[src/rtl/alu3_machine.sv]
module alu3_machine #(
  parameter int DW      = 32,
  parameter int AW      = 4,
  parameter int PENALTY = 2
) (
  input  logic          clk,
  input  logic          rst,
  input  logic [2:0]    op,
  input  logic [AW-1:0] src_a,
  input  logic [AW-1:0] src_b,
  input  logic [AW-1:0] dst,
  input  logic [DW-1:0] imm,
  output logic [DW-1:0] result,
  output logic          jump
);
  localparam int NREG = 1 << AW;
  localparam int PW   = $clog2(PENALTY + 1);

  localparam logic [2:0] OP_MOV = 3'b000;
  localparam logic [2:0] OP_ADD = 3'b001;
  localparam logic [2:0] OP_SUB = 3'b010;
  localparam logic [2:0] OP_MUL = 3'b011;
  localparam logic [2:0] OP_CMP = 3'b100;
  localparam logic [2:0] OP_LDI = 3'b101;
  localparam logic [2:0] OP_RD  = 3'b110;

  logic [DW-1:0] regs [NREG];
  logic [PW-1:0] pen;
  logic [DW-1:0] wdata;
  logic          wr_en;

  wire          idle = (pen == '0);
  wire [DW-1:0] rd_a = regs[src_a];
  wire [DW-1:0] rd_b = regs[src_b];

  always_comb begin
    wr_en = 1'b1;
    wdata = rd_a;
    case (op)
      OP_MOV:  wdata = rd_a;
      OP_ADD:  wdata = rd_a + rd_b;
      OP_SUB:  wdata = rd_a - rd_b;
      OP_MUL:  wdata = rd_a * rd_b;
      OP_LDI:  wdata = imm;
      default: wr_en = 1'b0;
    endcase
  end

  always_ff @(posedge clk) begin
    if (rst) begin
      for (int i = 0; i < NREG; i++) regs[i] <= '0;
      pen    <= '0;
      result <= '0;
      jump   <= 1'b0;
    end else begin
      jump <= 1'b0;
      if (!idle) begin
        pen <= pen - 1'b1;
      end else begin
        if (wr_en) regs[dst] <= wdata;
        if (op == OP_RD) result <= rd_a;
        if (op == OP_CMP) begin
          jump <= (rd_a == rd_b);
          pen  <= PW'(PENALTY);
        end
      end
    end
  end

  a_r1_reset_clears: assert property (@(posedge clk)
    rst |=> (result == '0 && !jump && pen == '0));

  a_r7_read_port: assert property (@(posedge clk) disable iff (rst)
    (idle && op == OP_RD) |=> (result == $past(rd_a)));

  a_r7_result_holds: assert property (@(posedge clk) disable iff (rst)
    (op != OP_RD) |=> $stable(result));

  a_r8_jump_equal: assert property (@(posedge clk) disable iff (rst)
    (idle && op == OP_CMP && rd_a == rd_b) |=> jump);

  a_r8_jump_single: assert property (@(posedge clk) disable iff (rst)
    jump |=> !jump);

  a_r9_window_opens: assert property (@(posedge clk) disable iff (rst)
    (idle && op == OP_CMP) |=> (pen == PW'(PENALTY)));

  a_r9_window_quiet: assert property (@(posedge clk) disable iff (rst)
    !idle |=> ($stable(result) && !jump));

  a_r10_nop_quiet: assert property (@(posedge clk) disable iff (rst)
    (op == 3'b111) |=> ($stable(result) && !jump));
endmodule

[config.mk]
export PLATFORM = sky130hd
export DESIGN_NAME = alu3_machine
export DESIGN_NICKNAME = d
export VERILOG_FILES = /design/src/rtl/alu3_machine.sv
export SDC_FILE = /design/constraint.sdc
export NUM_CORES = 2
export LEC_CHECK = 0
export BUFFER_PORTS_ARGS = -buffer_cell sky130_fd_sc_hd__buf_2
export CAP_MARGIN = 15
export CORE_AREA = 8 8 406 408
export CTS_CLUSTER_DIAMETER = 150
export CTS_CLUSTER_SIZE = 24
export DETAILED_ROUTE_END_ITERATION = 6
export DIE_AREA = 0 0 414 416
export MAX_ROUTING_LAYER = met4
export PLACE_DENSITY_LB_ADDON = 0.08
export SLEW_MARGIN = 20
export SYNTH_ARGS = -nofsm -noshare
export SYNTH_HDL_FRONTEND = slang
export SYNTH_SLANG_ARGS = --single-unit
export TNS_END_PERCENT = 5
[constraint.sdc]
create_clock -name clk -period 14.4 [get_ports clk]
set_clock_uncertainty 0.1 [all_clocks]
set_input_delay 0.72 -clock clk [delete_from_list [all_inputs] [get_ports clk]]
set_output_delay 0.72 -clock clk [all_outputs]
set_load 0.005 [all_outputs]
==> Word level (Yosys, flattened, before mapping) <==
Memories as Yosys holds them, arrays and structs flattened.
Cells that the tools add are included.
{ "totals": {"ff_bits": 35, "out_inout_bits": 33, "ram_bits": 512, "wordCells": 37, "mem_count": 1, "input_bits": 49} }
{ "classes": {"n_bitwise": 2, "multipliers": 1, "eq_ne": 8, "reduce_logical": 6, "mux": 13, "n_addsub": 3} }
{ "mem_list": {"columns": ["name", "words", "word_bits", "rd", "rd_ports_with_merged_regs", "write_ports", "line_no", "source"], "rows": [
  ["regs", 16, 32, 2, 0, 16, "27", "logic [DW-1:0] regs [NREG];"]
]} }
{ "ops": {"columns": ["op", "n"], "rows": [
  ["32-bit one-hot mux with 4 select lines", 1],
  ["32-bit adder", 1],
  ["32-bit equality test", 1],
  ["32-bit by 32-bit multiplier with 32-bit output", 1],
  ["32-bit two-way mux", 1],
  ["32-bit OR reduction", 1],
  ["32-bit subtractor", 1],
  ["3-bit equality test (second input constant)", 3],
  ["1-bit two-way mux", 8],
  ["3-bit by 2-bit equality test with 1-bit output (second input constant)", 2],
  ["5-bit OR reduction", 1],
  ["2-bit two-way mux", 2],
  ["4-bit two-way mux", 1],
  ["3-bit by 1-bit equality test with 1-bit output (second input constant)", 1],
  ["3-bit logical NOT", 1],
  ["3-bit OR reduction", 1],
  ["2-bit logical NOT", 1],
  ["2-bit by 1-bit inequality test with 1-bit output (second input constant)", 1],
  ["1-bit inverter", 2],
  ["2-bit AND reduction", 1],
  ["2-bit by 1-bit subtractor with 2-bit output (second input constant)", 1]
]} }

==> Logic depth before layout (Yosys ltp) <==
{ "depth": {"ltp_word": 9, "mapped_depth": 38, "depth_no_buf": 32} }

==> Worst setup path before layout <==
Ideal clock, no wire load.
{ "synth_path": {"kind": "input-to-reg", "startpoint": "in src_b[1]", "endpoint": "mem regs[5][30], data pin", "path_buffers": 7, "cell_stages": 35, "arrival_time_ps": 9737, "required_time_ps": 14030, "setup_time_ps": 270, "setup_slack_ps": 4294, "cell_sequence": "buf_2 -> buf_4 -> clkbuf_1 -> buf_2 -> mux4_2 -> a221oi_2 -> clkbuf_1 -> clkbuf_1 -> nor2_1 -> fa_1 -> fa_1 -> fa_1 -> inv_1 -> fa_1 -> inv_1 -> fa_1 -> inv_1 -> fa_1 -> inv_1 -> fa_1 -> fa_1 -> ha_1 -> a21o_1 -> a21o_1 -> a21o_1 -> a21o_1 -> a21oi_1 -> o21ai_0 -> a41o_1 -> nor3_1 -> or3_1 -> xnor2_1 -> a221oi_1 -> clkbuf_1 -> nor3_1"} }
{ "synth_lines": {"columns": ["element", "line_no", "source"], "rows": [
  ["start: declaration", "10", "input logic [AW-1:0] src_b,"],
  ["end: declaration", "27", null]
]} }

==> flow_metrics.py <==
metrics = {
    "status": {
        "status": "finished clean",
    },
    "worst_setup_path": {
        "crit_arrival_ps": 11730,
        "setup.worst_path.start_class": "primary input",
        "reg2reg_to": "regs[0][31]",
        "r2r_start": "regs[7][10]",
        "crit_required_ps": 14660,
        "crit_path_max_fanout": 50,
        "r2r_cells": 30,
        "crit_slowest_cell": "a221oi_4",
        "cpMostUsedCell": "fa_1",
        "worst_path_largest_cell_delay_ps": 930,
        "worstSetupEndpointType": "flip-flop",
        "crit_type": "primary input to flip-flop",
        "reg2reg_setup_slack_ps": 3710,
    },
    "drt": {
        "wirelength_mm": 211,
        "postRouteAntennaNets": 0,
        "drt-pass1-iter-count": 6,
        "drtIter0Drc": 3290,
        "vias": 34900,
        "drt-wirelength-per-cell_um": 33.0,
        "post-route-drc-count": 0,
        "via_per_inst": 5.46,
    },
    "worst_hold_path": {
        "min_to": "result[8]",
        "hold_path_depth": 2,
        "worstHoldStart": "result[8]",
        "min_path_type": "flip-flop to flip-flop",
    },
    "synth": {
        "synthTopCellsByArea": "edfxtp_1, fa_1, mux4_2, nor2_1, ha_1",
        "synth_top_area_share_pct": 32.7,
        "synthMuxAreaShare_pct": 13.7,
        "ys_seq_area_share_pct": 34.2,
        "synth_xor_area_share_pct": 1.92,
        "synth.largest_area_cell": "edfxtp_1",
        "yosysMostFrequentCell": "nor2_1",
        "synth_seq_cells": 547,
        "synth_cells": 4311,
        "async_flop_share_pct": 0,
        "synth-compound-area-share_pct": 8.02,
        "synthAdderAreaFrac_pct": 22.4,
        "synth.avg_cell_area_um2": 10.9,
        "netlist_area_um2": 47100,
        "synth_edf_count": 512,
        "synth_top_family_by_area": "adder cells",
        "synthFlopType": "edfxtp_1",
        "ys_warn_count": 0,
        "synth_common_cells": "nor2_1, inv_1, edfxtp_1, fa_1, nand2_1",
        "synth.distinct_cells": 84,
        "mappedNetlistNets": 4957,
        "synthSimpleGateAreaFrac_pct": 12.4,
    },
    "cells_and_area": {
        "fin_area_um2": 51100,
        "fin_nets": 4932,
        "regArea_um2": 16100,
        "multi_input_area_um2": 27900,
        "area_growth_pct": 8.47,
        "drive_gt1_share_pct": 15.1,
        "fillers": 16400,
    },
    "placement": {
        "place_congestion": 0.974,
        "placed_area_um2": 50300,
        "portBuffers": 81,
        "dp_hpwl_mm": 148,
    },
    "clock_network": {
        "clk_latency_ps": 640,
        "holdBufCountCts": 0,
        "cts.clk_slew.worst_paths_ps": 110,
        "htree_levels": 1,
        "post-cts-setup-buffers": 0,
        "clock_sink_count": 547,
        "cts_resized": 0,
        "numCtsBuffers": 26,
        "clockBufferDepth": 3,
        "clockRootBuffer": "clkbuf_16",
        "cts_tree": "yes",
    },
    "power_and_ir_drop": {
        "peakVddDrop_mv": 0.766,
        "p_leak_uw": 0.0205,
        "power_density_nw_per_um2": 267,
    },
    "sta": {
        "maxSlewHeadroom_pct": 22.4,
        "setup_viol": 0,
        "finalCriticalPeriod_ps": 11460,
        "rsz0062_at_grt": "no",
        "drv_slew": 0,
        "finalCritPeriodShare_pct": 79.6,
        "hold_ws_ps": 360,
        "hold_viol": 0,
        "tightest_slew_ps": 1160,
        "tns_ps": 0,
        "fmaxAchievable_mhz": 87.2,
    },
    "global_routing": {
        "antenna_found_initial": 1,
        "first_global_vias": 36000,
        "grt_pass1_wl_mm": 294,
        "grt_max_degree": 65,
        "overflow": 0,
        "grt_usage_pct": 24.5,
    },
    "floorplanning": {
        "io_pins": 82,
        "die_h_um": 416,
        "start_util_pct": 29.6,
        "die_x_um": 414,
        "die_area_um2": 172000,
        "rows": 147,
        "fp.coreArea_um2": 159000,
    },
    "run": {
        "drv_cap": 0,
    },
}
==> sequential cells by signal, indices dropped and copies added, names as in the netlist <==
register / flops
result: 32
pen: 2
regs: 512
jump: 1
==> final cells by class <==
class | count | share of cell area (%)
diodes | 2 | 0.00980
clock buffers | 47 | 1.47
clock inverters | 1 | 0.0147
inverters | 543 | 4.00
multi-input cells | 2929 | 54.6
flip-flops and latches | 547 | 31.5
well taps | 2086 | 5.11
repair buffers | 239 | 3.28
==> how the worst max path moves through the flow <==
stage / startpoint / to / cells past startpoint / slack [ps]
final: src_a[0] / regs[0][31] / 32 / 2940
after floorplan: src_b[1] / regs[5][30] / 35 / 4290
after global routing: src_a[0] / regs[1][31] / 32 / 2510
after global placement: src_a[0] / regs[5][31] / 26 / 1900
after detailed placement: src_a[0] / regs[0][31] / 32 / 2310
after CTS: src_a[0] / regs[0][31] / 32 / 2970
==> power breakdown <==
part	switching, uW	internal (uW)	leakage [uW]	total (uW)
clock	556	358	0.000357	914
combinational	7070	3770	0.0146	10800
sequential	36.3	1820	0.00558	1850
==> per-layer routing <==
metal / routed length (um) / track usage [%] / vias up
li1: - / - / 14800
met1: 89000 / 31.3 / 18700
met2: 104000 / 41.4 / 1146
met3: 9270 / 1.88 / 270
met4: 8820 / 8.17 / 0
met5: 0 / - / -
==> cell families (layout without fill, tap and decap cells) <==
| group | count (synthesis) | count (layout) |
|---|---|---|
| AO/OA/AOI/OAI | 533 | 533 |
| adder cells (fa/ha/maj) | 597 | 597 |
| multiplexers | 296 | 296 |
| flip-flops | 547 | 547 |
| buffers and inverters | 835 | 830 |
| AND/OR/NAND/NOR | 1404 | 1404 |
| XOR/XNOR | 99 | 99 |
| other | 0 | 2 |
==> worst max-delay path, delay by kind of cell <==
kind,cells,cell delay (ps)
AOI/OAI and AO/OA,9,2500
buffers and inverters,8,2330
adders and majority gates,10,4580
muxes,2,850
xor gates and xnor gates,2,510
and+or+nand+nor,1,90
==> cells in the final DEF (no fill, tap or decap), drive strengths merged, types with 41 or more instances in the layout <==
cell type and n:
nor2 783, inv 540, edfxtp 512, fa 410, nand2 368, mux4 269
buf 238, ha 187, a21oi 152, nor3 98, o21ai 91, xnor2 80
clkbuf 48, a221oi 43, a22oi 41
==> stage by stage <==
stage                     total power [uW]  std cells  util (%)  setup slack (ps)
final                                13600       6394      32.1              2940
after global routing                 14600       6392      32.1              2510
after CTS                            13700       6391      32.1              2970
after detailed placement             12700       6343      31.6              2310
after global placement               12700       6341      31.6              1900
after floorplan                       8400       4311         -              4290
(Power assumes the default switching activity.)
